==> src/rtl/hspawn_pkg.sv <==
package hspawn_pkg;
   typedef enum logic [1:0] {
      ROLE_IDLE   = 2'd0,
      ROLE_TASK   = 2'd1,
      ROLE_HELPER = 2'd2
   } core_role_e;
endpackage

==> src/rtl/hspawn_conf_table.sv <==
module hspawn_conf_table #(
   parameter int ADDR_W = 32,
   parameter int IDX_W  = 4,
   parameter int CTR_W  = 2
) (
   input  logic              clk,
   input  logic              rst_n,
   input  logic [ADDR_W-1:0] look_addr,
   input  logic              upd_valid,
   input  logic [ADDR_W-1:0] upd_addr,
   input  logic              upd_correct,
   output logic              look_conf
);
   localparam int DEPTH = 1 << IDX_W;
   localparam logic [CTR_W-1:0] CTR_MAX = {CTR_W{1'b1}};

   if (IDX_W < 1 || IDX_W > 10) begin : g_bad_idx
      $error("IDX_W out of range");
   end
   if (IDX_W > ADDR_W) begin : g_bad_addr
      $error("IDX_W wider than ADDR_W");
   end

   logic [CTR_W-1:0] ctr_q [DEPTH];
   logic [IDX_W-1:0] look_idx, upd_idx;

   assign look_idx  = look_addr[IDX_W-1:0];
   assign upd_idx   = upd_addr[IDX_W-1:0];
   assign look_conf = (ctr_q[look_idx] == CTR_MAX);

   always_ff @(posedge clk) begin
      if (!rst_n) begin
         for (int e = 0; e < DEPTH; e++) ctr_q[e] <= '0;
      end else if (upd_valid) begin
         if (!upd_correct)                  ctr_q[upd_idx] <= '0;
         else if (ctr_q[upd_idx] != CTR_MAX) ctr_q[upd_idx] <= ctr_q[upd_idx] + 1'b1;
      end
   end

   // a wrong outcome leaves that entry unconfident on the next cycle
   a_r2_wrong_clears: assert property (@(posedge clk) disable iff (!rst_n)
      (upd_valid && !upd_correct) |=> (look_idx != $past(upd_idx)) || !look_conf);
endmodule

==> src/rtl/hspawn_order.sv <==
module hspawn_order #(
   parameter int NUM_CORES = 4,
   localparam int RW = $clog2(NUM_CORES),
   localparam int CW = $clog2(NUM_CORES + 1)
) (
   input  logic                 clk,
   input  logic                 rst_n,
   input  logic                 sq_ok,
   input  logic [RW-1:0]        sq_core,
   input  logic                 fin_ok,
   input  logic [RW-1:0]        fin_core,
   input  logic                 st_ok,
   input  logic [RW-1:0]        st_core,
   output logic [NUM_CORES-1:0] task_mask,
   output logic [NUM_CORES-1:0] young_mask,
   output logic [NUM_CORES-1:0] rm_mask
);
   logic [RW-1:0] rank_q [NUM_CORES];
   logic [NUM_CORES-1:0] task_q;
   logic [CW-1:0] cnt;
   logic [RW-1:0] young_rank, sq_rank, fin_rank;

   assign task_mask  = task_q;
   assign cnt        = CW'($countones(task_q));
   assign young_rank = RW'(cnt - CW'(1));
   assign sq_rank    = rank_q[sq_core];
   assign fin_rank   = rank_q[fin_core];

   for (genvar c = 0; c < NUM_CORES; c++) begin : g_core
      assign young_mask[c] = task_q[c] && (rank_q[c] == young_rank);
      assign rm_mask[c] = sq_ok ? (task_q[c] && (rank_q[c] >= sq_rank))
                                : (fin_ok && (fin_core == RW'(c)));
   end

   always_ff @(posedge clk) begin
      if (!rst_n) begin
         task_q <= '0;
         for (int c = 0; c < NUM_CORES; c++) rank_q[c] <= '0;
      end else begin
         for (int c = 0; c < NUM_CORES; c++) begin
            if (rm_mask[c]) begin
               task_q[c] <= 1'b0;
            end else if (st_ok && (st_core == RW'(c))) begin
               task_q[c] <= 1'b1;
               rank_q[c] <= RW'(cnt);
            end else if (fin_ok && task_q[c] && (rank_q[c] > fin_rank)) begin
               rank_q[c] <= rank_q[c] - 1'b1;
            end
         end
      end
   end

   // exactly one youngest task whenever any task is live
   a_r9_young_onehot: assert property (@(posedge clk) disable iff (!rst_n)
      $onehot0(young_mask) && ((task_q == '0) || (young_mask != '0)));
   // an accepted start makes that core an ordered task
   a_r1_start_lands: assert property (@(posedge clk) disable iff (!rst_n)
      (st_ok && !sq_ok && !fin_ok) |=> task_q[$past(st_core)]);
endmodule

==> src/rtl/hspawn_helpers.sv <==
module hspawn_helpers #(
   parameter int NUM_CORES = 4,
   localparam int RW = $clog2(NUM_CORES)
) (
   input  logic                 clk,
   input  logic                 rst_n,
   input  logic                 st_ok,
   input  logic [NUM_CORES-1:0] rm_mask,
   input  logic                 fin_valid,
   input  logic [RW-1:0]        fin_core,
   input  logic                 exc_valid,
   input  logic [RW-1:0]        exc_core,
   input  logic                 spawn_go,
   input  logic [RW-1:0]        spawn_tgt,
   input  logic [RW-1:0]        spawn_par,
   output logic [NUM_CORES-1:0] helper_mask,
   output logic [NUM_CORES-1:0] own_mask,
   output logic [NUM_CORES-1:0] kill_now
);
   logic [NUM_CORES-1:0] hv_q;
   logic [RW-1:0] hpar_q [NUM_CORES];

   assign helper_mask = hv_q;

   for (genvar h = 0; h < NUM_CORES; h++) begin : g_kill
      assign kill_now[h] = hv_q[h] &&
         (st_ok || rm_mask[hpar_q[h]] ||
          (fin_valid && (fin_core == RW'(h))) ||
          (exc_valid && (exc_core == RW'(h))));
      // a killed helper's core is not a helper on the next cycle
      a_r7_kill_frees: assert property (@(posedge clk) disable iff (!rst_n)
         kill_now[h] |=> !hv_q[h]);
   end

   always_comb begin
      own_mask = '0;
      for (int h = 0; h < NUM_CORES; h++)
         if (hv_q[h]) own_mask[hpar_q[h]] = 1'b1;
   end

   always_ff @(posedge clk) begin
      if (!rst_n) begin
         hv_q <= '0;
         for (int h = 0; h < NUM_CORES; h++) hpar_q[h] <= '0;
      end else begin
         for (int h = 0; h < NUM_CORES; h++) begin
            if (kill_now[h]) begin
               hv_q[h] <= 1'b0;
            end else if (spawn_go && (spawn_tgt == RW'(h))) begin
               hv_q[h]   <= 1'b1;
               hpar_q[h] <= spawn_par;
            end
         end
      end
   end

   // kill wins over spawn
   a_r7_no_spawn_on_kill: assert property (@(posedge clk) disable iff (!rst_n)
      spawn_go |-> (kill_now == '0));
   // one helper per parent
   a_r8_one_per_parent: assert property (@(posedge clk) disable iff (!rst_n)
      spawn_go |-> !own_mask[spawn_par]);
endmodule

==> src/rtl/hspawn_ctrl.sv <==
module hspawn_ctrl #(
   parameter int NUM_CORES  = 4,
   parameter int ADDR_W     = 32,
   parameter int CONF_IDX_W = 4,
   parameter bit OUT_REG    = 1'b1,
   localparam int CORE_W = $clog2(NUM_CORES)
) (
   input  logic                   clk,
   input  logic                   rst_n,
   input  logic                   miss_valid,
   input  logic [CORE_W-1:0]      miss_core,
   input  logic [ADDR_W-1:0]      miss_addr,
   input  logic                   task_start_valid,
   input  logic [CORE_W-1:0]      task_start_core,
   input  logic                   finish_valid,
   input  logic [CORE_W-1:0]      finish_core,
   input  logic                   squash_valid,
   input  logic [CORE_W-1:0]      squash_core,
   input  logic                   exc_valid,
   input  logic [CORE_W-1:0]      exc_core,
   input  logic                   vp_upd_valid,
   input  logic [ADDR_W-1:0]      vp_upd_addr,
   input  logic                   vp_upd_correct,
   output logic                   predict_en,
   output logic                   spawn_valid,
   output logic [CORE_W-1:0]      spawn_core,
   output logic [CORE_W-1:0]      spawn_parent,
   output logic [NUM_CORES-1:0]   kill_mask,
   output logic [2*NUM_CORES-1:0] core_role
);
   import hspawn_pkg::*;

   if (NUM_CORES < 2 || NUM_CORES > 64) begin : g_bad_cores
      $error("NUM_CORES out of range");
   end

   logic [NUM_CORES-1:0] task_mask, young_mask, rm_mask;
   logic [NUM_CORES-1:0] helper_mask, own_mask, kill_now, idle_mask;
   logic sq_ok, fin_ok, st_ok, order_evt, look_conf, any_idle, spawn_go;
   logic [CORE_W-1:0] free_core;

   assign idle_mask = ~(task_mask | helper_mask);

   // one order event per cycle: squash, then finish, then start
   assign sq_ok  = squash_valid && task_mask[squash_core];
   assign fin_ok = !sq_ok && finish_valid && task_mask[finish_core];
   assign st_ok  = !sq_ok && !fin_ok && task_start_valid && idle_mask[task_start_core];
   assign order_evt = sq_ok || fin_ok || st_ok;

   hspawn_conf_table #(.ADDR_W(ADDR_W), .IDX_W(CONF_IDX_W), .CTR_W(2)) u_conf (
      .clk(clk), .rst_n(rst_n), .look_addr(miss_addr),
      .upd_valid(vp_upd_valid), .upd_addr(vp_upd_addr),
      .upd_correct(vp_upd_correct), .look_conf(look_conf));

   assign predict_en = miss_valid && look_conf;

   hspawn_order #(.NUM_CORES(NUM_CORES)) u_order (
      .clk(clk), .rst_n(rst_n),
      .sq_ok(sq_ok), .sq_core(squash_core),
      .fin_ok(fin_ok), .fin_core(finish_core),
      .st_ok(st_ok), .st_core(task_start_core),
      .task_mask(task_mask), .young_mask(young_mask), .rm_mask(rm_mask));

   always_comb begin
      free_core = '0;
      any_idle  = 1'b0;
      for (int c = NUM_CORES - 1; c >= 0; c--) begin
         if (idle_mask[c]) begin
            free_core = CORE_W'(c);
            any_idle  = 1'b1;
         end
      end
   end

   assign spawn_go = miss_valid && task_mask[miss_core] && young_mask[miss_core] &&
                     predict_en && !own_mask[miss_core] && any_idle &&
                     !order_evt && (kill_now == '0);

   hspawn_helpers #(.NUM_CORES(NUM_CORES)) u_help (
      .clk(clk), .rst_n(rst_n), .st_ok(st_ok), .rm_mask(rm_mask),
      .fin_valid(finish_valid), .fin_core(finish_core),
      .exc_valid(exc_valid), .exc_core(exc_core),
      .spawn_go(spawn_go), .spawn_tgt(free_core), .spawn_par(miss_core),
      .helper_mask(helper_mask), .own_mask(own_mask), .kill_now(kill_now));

   for (genvar c = 0; c < NUM_CORES; c++) begin : g_role
      assign core_role[2*c +: 2] = task_mask[c]   ? ROLE_TASK :
                                   helper_mask[c] ? ROLE_HELPER : ROLE_IDLE;
      // a core owning a helper is always the youngest task
      a_r4_owner_youngest: assert property (@(posedge clk) disable iff (!rst_n)
         own_mask[c] |-> young_mask[c]);
   end

   if (OUT_REG) begin : g_out_reg
      always_ff @(posedge clk) begin
         if (!rst_n) begin
            spawn_valid  <= 1'b0;
            spawn_core   <= '0;
            spawn_parent <= '0;
            kill_mask    <= '0;
         end else begin
            spawn_valid  <= spawn_go;
            spawn_core   <= spawn_go ? free_core : '0;
            spawn_parent <= spawn_go ? miss_core : '0;
            kill_mask    <= kill_now;
         end
      end
   end else begin : g_out_comb
      assign spawn_valid  = spawn_go;
      assign spawn_core   = spawn_go ? free_core : '0;
      assign spawn_parent = spawn_go ? miss_core : '0;
      assign kill_mask    = kill_now;
   end

   // the spawn target is idle and turns into a helper
   a_r3_target_idle: assert property (@(posedge clk) disable iff (!rst_n)
      spawn_go |-> idle_mask[free_core]);
   a_r3_target_helper: assert property (@(posedge clk) disable iff (!rst_n)
      spawn_go |=> helper_mask[$past(free_core)]);
   // a helper is never also an ordered task
   a_r6_roles_disjoint: assert property (@(posedge clk) disable iff (!rst_n)
      (task_mask & helper_mask) == '0);
endmodule

==> config.mk <==
export PLATFORM = sky130hd
export DESIGN_NAME = hspawn_ctrl
export DESIGN_NICKNAME = d
export VERILOG_FILES = /design/src/rtl/hspawn_pkg.sv /design/src/rtl/hspawn_conf_table.sv /design/src/rtl/hspawn_order.sv /design/src/rtl/hspawn_helpers.sv /design/src/rtl/hspawn_ctrl.sv
export SDC_FILE = /design/constraint.sdc
export NUM_CORES = 1
export LEC_CHECK = 0
export BUFFER_PORTS_ARGS = -buffer_cell sky130_fd_sc_hd__buf_2
export CELL_PAD_IN_SITES_DETAIL_PLACEMENT = 1
export CELL_PAD_IN_SITES_GLOBAL_PLACEMENT = 1
export CORE_MARGIN = 2
export CORE_UTILIZATION = 42
export CTS_CLUSTER_DIAMETER = 120
export DETAILED_ROUTE_END_ITERATION = 6
export HOLD_SLACK_MARGIN = 0.15
export PLACE_DENSITY_LB_ADDON = 0.1
export SYNTH_ARGS = -nofsm -noshare
export SYNTH_HDL_FRONTEND = slang
export SYNTH_SLANG_ARGS = --single-unit
export TNS_END_PERCENT = 50
==> constraint.sdc <==
create_clock -name clk -period 4.6 [get_ports clk]
set_input_delay 0.23 -clock clk [delete_from_list [all_inputs] [get_ports clk]]
set_output_delay 0.23 -clock clk [all_outputs]
set_load 0.02 [all_outputs]
# ---- Word level (Yosys, flattened, before mapping)
# Memory sizes are Yosys's and may differ from the RTL's.
# Index checks and enable logic that the tools add are counted.
# Widths: inputs -> output; s select.
dict set report word_totals {
  reg_bits 17
  latch_bits 0
  ramBits 48
  romBits 0
  in_bits 83
  output_inout_bits 18
  elab_cells 302
  n_memories 3
}
dict set report classes {
  addsub 9
  n_mul 0
  div_mod_pow 0
  n_lt_le_gt_ge 20
  eq_ne 18
  shifts 0
  n_mux 130
  bitwise 19
  n_reduce_logical 91
}
# memory words word_bits read_ports rd_clocked_by_memory_dff wr line_no
set mem_list {}
lappend mem_list {u_conf.ctr_q 16 2 2 0 16 hspawn_conf_table.sv:24} ;# logic [CTR_W-1:0] ctr_q [DEPTH];
lappend mem_list {u_help.hpar_q 4 2 4 0 4 hspawn_helpers.sv:21} ;# logic [RW-1:0] hpar_q [NUM_CORES];
lappend mem_list {u_order.rank_q 4 2 6 0 4 hspawn_order.sv:18} ;# logic [RW-1:0] rank_q [NUM_CORES];
# operator count
set ops {}
lappend ops {{$mux 1} 85}
lappend ops {{$logic_and 1x1->1} 58}
lappend ops {{$mux 2} 26}
lappend ops {{$lt 2x3->1 const B} 8}
lappend ops {{$bmux 1 s2} 10}
lappend ops {{$mux 4} 5}
lappend ops {{$eq 2x2->1 const B} 9}
lappend ops {{$reduce_or 2->1} 9}
lappend ops {{$or 4x4->4} 4}
lappend ops {{$logic_or 1x1->1} 14}
lappend ops {{$or 1x1->1} 13}
lappend ops {{$sub 2x1->2 const B} 5}
lappend ops {{$demux 1 s2} 4}
lappend ops {{$eq 2x1->1 const B} 4}
lappend ops {{$eq 2x2->1} 4}
lappend ops {{$ge 2x1->1 const B} 4}
lappend ops {{$ge 2x2->1} 4}
lappend ops {{$gt 2x2->1} 4}
lappend ops {{$logic_not 2->1} 4}
lappend ops {{$add 1x1->2} 2}
lappend ops {{$logic_not 1->1} 4}
lappend ops {{$logic_not 4->1} 1}
lappend ops {{$not 4->4} 1}
lappend ops {{$add 2x1->2 const B} 1}
lappend ops {{other kinds (4)} 4}

# ---- Depth between registers and ports, before layout
# Gate-level depths: netlist (run 1).
dict set report depth {
  ltp_word 24
  ltp_mapped 11
  ltp_nobuf 10
}

# ---- Modules after synthesis
# Synthesis (run 1) repeated with hierarchy kept, for this count alone.
dict set report hier_totals {
  cells_unflattened 488
  area_unflattened_um2 4665.7
}
# mod n_inst cells_per_inst area_per_inst_um2 seq_area_each_um2
set modules_own_cells {}
lappend modules_own_cells {hspawn_conf_table 1 184 1869.3 960.9}
lappend modules_own_cells {hspawn_order 1 154 1403.8 320.3}
lappend modules_own_cells {hspawn_helpers 1 89 858.3 320.3}
lappend modules_own_cells {hspawn_ctrl 1 61 534.3 180.2}

# ---- Worst setup path after synthesis (run 1)
# OpenSTA, ideal clock, no wires.
dict set report synth_path {
  kind {reg2reg}
  start {memory u_order.rank_q[1][0] (netlist name)}
  end {memory u_help.hpar_q[0][4] (netlist name), enable pin}
  setup_time_ns 0.338
  arrival_ns 3.024
  t_required_ns 4.262
  setup_slack_ns 1.238
  stages_incl_launch_ff 11
  path_buffers 1
  synth_period_minus_slack_ns 3.362
  cell_sequence {edfxtp_1 -> mux4_1 -> ha_1 -> nand2b_1 -> a21o_1 -> o211ai_4 -> o22ai_1 -> a2111oi_4 -> o211ai_2 -> buf_2 -> o31ai_1}
}
# item line_no
set synth_rtl {}
lappend synth_rtl {{start: declaration} hspawn_order.sv:18}
lappend synth_rtl {{end: declaration} hspawn_helpers.sv:21}

==> run metrics, run 1 <==
Worst-Skew Late Latency=0.36 ns; fin cells=roughly 650; first-pass GRT wire length=21500 um; IO Count=about 100; WL final=between 10000 and 15000 um; dpl cells=638; Via density=just under 6; vias in the first global route=~4000; Num CTS Buffers=9; clock skew=between 0.01 and 0.015 ns; Reg clk slew, reported paths=approximately 0.070 ns; Setup WS pre-CTS=roughly 0.61 ns; sequential fraction of the synthesis area=around two fifths; Post-CTS Setup Bufs=0; Max Cap Viol=0; Die H=between 100 and 150 um; Rows=38; Worst setup EP type=flip-flop; GRT Residual Overflow=0; Startpoint Class=flip-flop; Worst Hold Path Cells=2; CTS tree=yes; worst hold path type=in2reg; reg2reg end=u_help.hpar_q[0][6]; stages on the worst setup path=9; fin crit period=4.02 ns; Max-slew headroom=roughly 51%; Hold Path Sink=u_order.task_mask[3]; Routed WL per cell=roughly 20 um; cts hold-fix bufs=0; pin count of the biggest net entering global routing=27; number of synthesized register bits=65; leak pwr=1.93 nW; status=finished, final reports clean; worst reg2reg path depth=9; initial DRC count=between 200 and 250; Tot Pwr=roughly 0.0015 W; core area=around 11000 um2; antenna violations before repair=0; crit path cell chain=mux4_1 > ha_1 > nor3b_1 > nor2_1 > mux2i_4 > nor3_2 > o41ai_4 > o211ai_2 > o31ai_1; Final HPWL DP=10400 um; synthesized area=4650 um2; TNS Setup=0 ns; H-tree levels=3; Mean Syn Cell Area=between 9 and 10 um2; Fin. Hold Viols=0; gr usage total=approximately 24%; Post-route DRC=0; final setup violation count=0; Synth warnings=0; Psw=0.000421 W; post-CTS sizing=0; Clk network pwr share=a little over a third; fmax=~250 MHz; maximum vdd ir drop=approximately 160 uV; top_reg_cell synth=edfxtp_1; critical path data arrival time=approximately 4.0 ns; worst setup margin=0.577 ns; sequential share of power=46.0%; final hold slack=roughly 0.23 ns; crit-path leading delay family=compound AO/OA/AOI/OAI gates; slowest cell on the critical path=mux4_1; EDFF count, synth=48; # diodes=0; commonest non-fill, non-tap cell in the layout=nand2_1; Power Dens Cells=around 280 nW/um2; Worst Tran Pin Value=about 0.74 ns; Yosys cell types=just over 60; CTS Sinks=between 60 and 70; Slew Viols, Final=0; Die ar.=between 10000 and 15000 um2; routability cong.=0.846; Nets=around 610; most frequent cells in the layout=nand2_1 (68), nor2_1 (55), edfxtp_1 (48); slowest stage delay, CP=0.66 ns; combinational power share=18.5%; number of buffers added on ports=44; HP Start=task_start_core[1]; final period utilization=87.5%; Layout area overhead=11.2%; DRT Pass-1 Iters=4; CP Max Fanout=14; RSZ-0062 raised after global routing=no; root cell of the clock tree=clkbuf_8; FF-to-FF Start=u_order.rank_q[1][0]; Setup CP Type=reg2reg; P_int=0.00104 W; syn_nets=about 580; FF-to-FF setup slack=slightly below 0.6 ns; final antenna-violating net count=0; CTS max path bufs=2; Via Count=3884; Die X=109 um; layout cell share with drive strength beyond 1=20.6%; WP buf/inv=0; cells after synthesis=around 480; Starting Density=around 43%; WP data required=roughly 4.6 ns; Sw Share=around 29%; async set or reset register ratio after synthesis=0%
## sequential cells by signal, summed over array words and instances, names as in the netlist
name / cells
kill_mask: 4
spawn_core: 2
spawn_parent: 2
spawn_valid: 1
u_conf.ctr_q: 32
u_help.helper_mask: 4
u_help.hpar_q: 8
u_order.rank_q: 8
u_order.task_mask: 4
## power by group through the flow
| stage | combinational, W | sequential (W) | clock, W |
|---|---|---|---|
| after global routing | 0.000298 | 0.000673 | 0.000553 |
| after floorplan | 0.000187 | 0.000677 | 0 |
| after CTS | 0.000271 | 0.000670 | 0.000526 |
| after global placement | 0.000260 | 0.000682 | 0 |
| after detailed placement | 0.000269 | 0.000683 | 0 |
| final | 0.000269 | 0.000670 | 0.000517 |
## layout make-up
type                       instances  area (um2)
fill                            1242        5670
multi-input combinational        360        2640
sequential                        65        1780
timing repair buffer              53         288
tap                              140         175
clock buffer                      12         155
inverter                          20        75.1
clock inverter                     4        51.3
## synthesized netlist by cell type (all sizes together), types with 4 or more instances
cell type,count,area (um2)
o22ai,16,106
nor2,55,206
xor2,9,78.8
nor3,14,75.1
mux2i,4,52.6
nand3,34,170
nand2,68,255
o21ai,11,55.1
dfxtp,17,340
o41ai,5,77.6
nor4,11,100
a21oi,11,55.1
buf,16,97.6
nor2b,6,37.5
nand3b,7,52.6
clkbuf,14,52.6
nor3b,10,75.1
edfxtp,48,1440
nand2b,8,50.1
o31ai,5,42.5
and3,4,25.0
mux4,19,432
o211ai,6,63.8
ha,18,225
inv,20,75.1
## worst max path at each step
| stage | from | endpoint | slack (ns) |
|---|---|---|---|
| 2_1_floorplan | u_order.rank_q[1][0] | u_help.hpar_q[0][4] | 1.24 |
| 3_3_place_gp | u_order.rank_q[1][0] | u_help.hpar_q[0][6] | 0.69 |
| 3_5_place_dp | u_order.rank_q[1][0] | u_help.hpar_q[0][7] | 0.61 |
| 4_1_cts | u_order.rank_q[1][0] | u_help.hpar_q[0][6] | 0.60 |
| 5_1_grt | u_order.rank_q[1][0] | u_help.hpar_q[0][4] | 0.30 |
| 6_report | u_order.rank_q[1][0] | u_help.hpar_q[0][6] | 0.58 |
## per-layer routing
layer	wire length, um	track usage, %	part of all wire [%]	vias up
met3	514	4.66	3.8	13
met4	101	4.07	0.75	0
li1	-	-	-	1844
met5	0	0	0	-
met1	6280	33.3	47	1968
met2	6540	39.8	49	59
## kinds of logic after synthesis
| group | synth area share [%] |
|---|---|
| xor gates and xnor gates | 2.75 |
| muxes | 11.1 |
| AOI/OAI and AO/OA | 13.2 |
| adders and majority gates | 5.27 |
| and+or+nand+nor | 24.5 |
| buffers and inverters | 4.84 |
| DFF | 38.3 |
## metrics by stage
stage               utilization [%]  instance area [um2]
finish                         47.7                 5170
global route                   47.7                 5170
CTS                            47.7                 5170
detailed placement             45.8                 4960
global placement               45.8                 4960
floorplan                         -                 4650
Note: power is estimated with default switching activity, not from simulation.
==> run 2, diff against run 1 <==
- CELL_PAD_IN_SITES_DETAIL_PLACEMENT: 1 -> 0
==> run 2 against run 1 <==
  * Maximum frequency is 0.55% higher
  * Final cell count stayed put
  * Non-clock buffer count stayed put
  * Largest power group unchanged
  * Clock skew is 0.0020 ns lower
  * Global-route usage is 1.7 points lower
  * Cell area is 0.65% lower
  * Largest cell class unchanged
  * Sequential share of layout area is 0.23 points higher
  * Clock power is 16% lower
  * Sequential power hardly changed
==> run metrics, run 2 (same netlist as run 1, synthesis figures left out) <==
Sw Share=30.0%; Num CTS Buffers=9; Psw=slightly above 0.0004 W; Worst Tran Pin Value=0.775 ns; antenna violations before repair=0; final antenna-violating net count=0; Via density=a little under 6; Worst-Skew Late Latency=about 0.34 ns; layout cell share with drive strength beyond 1=20.6%; IO Count=between 100 and 150; Worst setup EP type=flip-flop; Power Dens Cells=roughly 270 nW/um2; vias in the first global route=roughly 3700; WL final=12800 um; commonest non-fill, non-tap cell in the layout=nand2_1; final setup violation count=0; worst hold path type=in2reg; Die H=109 um; P_int=around 0.00096 W; Layout area overhead=10.4%; TNS Setup=0 ns; pin count of the biggest net entering global routing=27; Slew Viols, Final=0; status=finished, final reports clean; reg2reg end=u_help.hpar_q[0][4]; maximum vdd ir drop=153 uV; final hold slack=between 0.2 and 0.25 ns; Starting Density=between 40% and 50%; DRT Pass-1 Iters=4; sequential share of power=between 40 and 50%; final period utilization=slightly below 90%; max reg flops=32; routability cong.=between 0.8 and 0.9; initial DRC count=between 200 and 300; Die ar.=11900 um2; Max Cap Viol=0; worst reg2reg path depth=9; CTS tree=yes; Routed WL per cell=~20 um; leak pwr=1.92 nW; Reg clk slew, reported paths=about 0.070 ns; Post-CTS Setup Bufs=0; critical path data arrival time=around 4 ns; Most Crowded Layer GR=met2; CTS Sinks=between 60 and 70; fin crit period=between 4 and 5 ns; Clk network pwr share=between 30% and 40%; root cell of the clock tree=clkbuf_8; Via Count=3871; Hold Path Sink=u_order.task_mask[3]; FF-to-FF setup slack=approximately 0.60 ns; Startpoint Class=flip-flop; GRT Residual Overflow=0; clock skew=0.00880 ns; area of the multi-input gates=about 2600 um2; cts hold-fix bufs=0; number of buffers added on ports=44; CTS max path bufs=2; # diodes=0; FF-to-FF Start=u_order.rank_q[1][0]; combinational power share=just under 20%; Rows=38; FF/Latch Area=around 1800 um2; Post-route DRC=0; largest reg by FF count=u_conf.ctr_q; Nets=611; Worst Hold Path Cells=2; post-CTS sizing=0; most frequent cells in the layout=nand2_1 (68), nor2_1 (55), edfxtp_1 (48); M1 GR Usage=about a third; Final HPWL DP=between 9000 and 10000 um; Die X=around 110 um; fillers=around 1000; Setup CP Type=reg2reg; fmax=approximately 250 MHz; CP Max Fanout=14; WP data required=4.61 ns; HP Start=task_start_core[1]; gr usage total=22.4%; RSZ-0062 raised after global routing=no; met3 Track Usage GR=3.29%; Max-slew headroom=48.3%; Largest regs=u_conf.ctr_q: 32 flops, u_help.hpar_q: 8 flops, u_order.rank_q: 8 flops; first-pass GRT wire length=about 20000 um; Fin. Hold Viols=0; H-tree levels=3; core area=10800 um2; met2 GRT Util=35.5%
run 2: worst max-delay path by stage:
stage / from / end / cells past startpoint
after floorplan: u_order.rank_q[1][0] / u_help.hpar_q[0][4] / 10
after global placement: u_order.rank_q[1][0] / u_help.hpar_q[0][6] / 9
after detailed placement: u_order.rank_q[1][0] / u_help.hpar_q[0][4] / 9
after CTS: u_order.rank_q[1][0] / u_help.hpar_q[0][5] / 9
after global routing: u_order.rank_q[1][0] / u_help.hpar_q[0][6] / 9
final: u_order.rank_q[1][0] / u_help.hpar_q[0][4] / 9
run 2: routing by layer:
metal,part of all wire (%),wire length (um)
met3,5.7,726
met5,0,0
met2,47,5970
met1,47,5980
met4,0.60,76
run 2: critical path: stages (launching register included):
cell and delay (ns):
edfxtp_1 0.52, mux4_1 0.64, ha_1 0.31, nor3b_1 0.36, nor2_1 0.16, mux2i_4 0.30
nor3_2 0.09, o41ai_4 0.43, o211ai_2 0.40, o31ai_1 0.45
run 2: layout make-up:
cell class	count	area share (%)
multi-input cells	360	51.5
flip-flops and latches	65	34.7
repair buffers	53	5.60
well taps	140	3.41
clock buffers	11	2.75
inverters	20	1.46
clock inverters	5	0.609
run 2: per-stage QoR:
| stage | instances | area (um2) | utilization (%) | total power (W) | setup slack (ns) |
|---|---|---|---|---|---|
| 2_1_floorplan | 475 | 4650 | - | 0.000864 | 1.24 |
| 3_3_place_gp | 638 | 4960 | 45.8 | 0.000942 | 0.691 |
| 3_5_place_dp | 638 | 4960 | 45.8 | 0.000948 | 0.631 |
| 4_1_cts | 654 | 5130 | 47.4 | 0.00138 | 0.608 |
| 5_1_grt | 654 | 5130 | 47.4 | 0.00144 | 0.304 |
| 6_report | 654 | 5130 | 47.4 | 0.00137 | 0.599 |
run 2: power groups by stage:
stage | Sequential, W | Combinational, W | Clock, W
after detailed placement | 0.000683 | 0.000265 | 0
after global routing | 0.000673 | 0.000294 | 0.000473
after global placement | 0.000682 | 0.000260 | 0
after floorplan | 0.000677 | 0.000187 | 0
final | 0.000670 | 0.000268 | 0.000436
after CTS | 0.000670 | 0.000267 | 0.000445
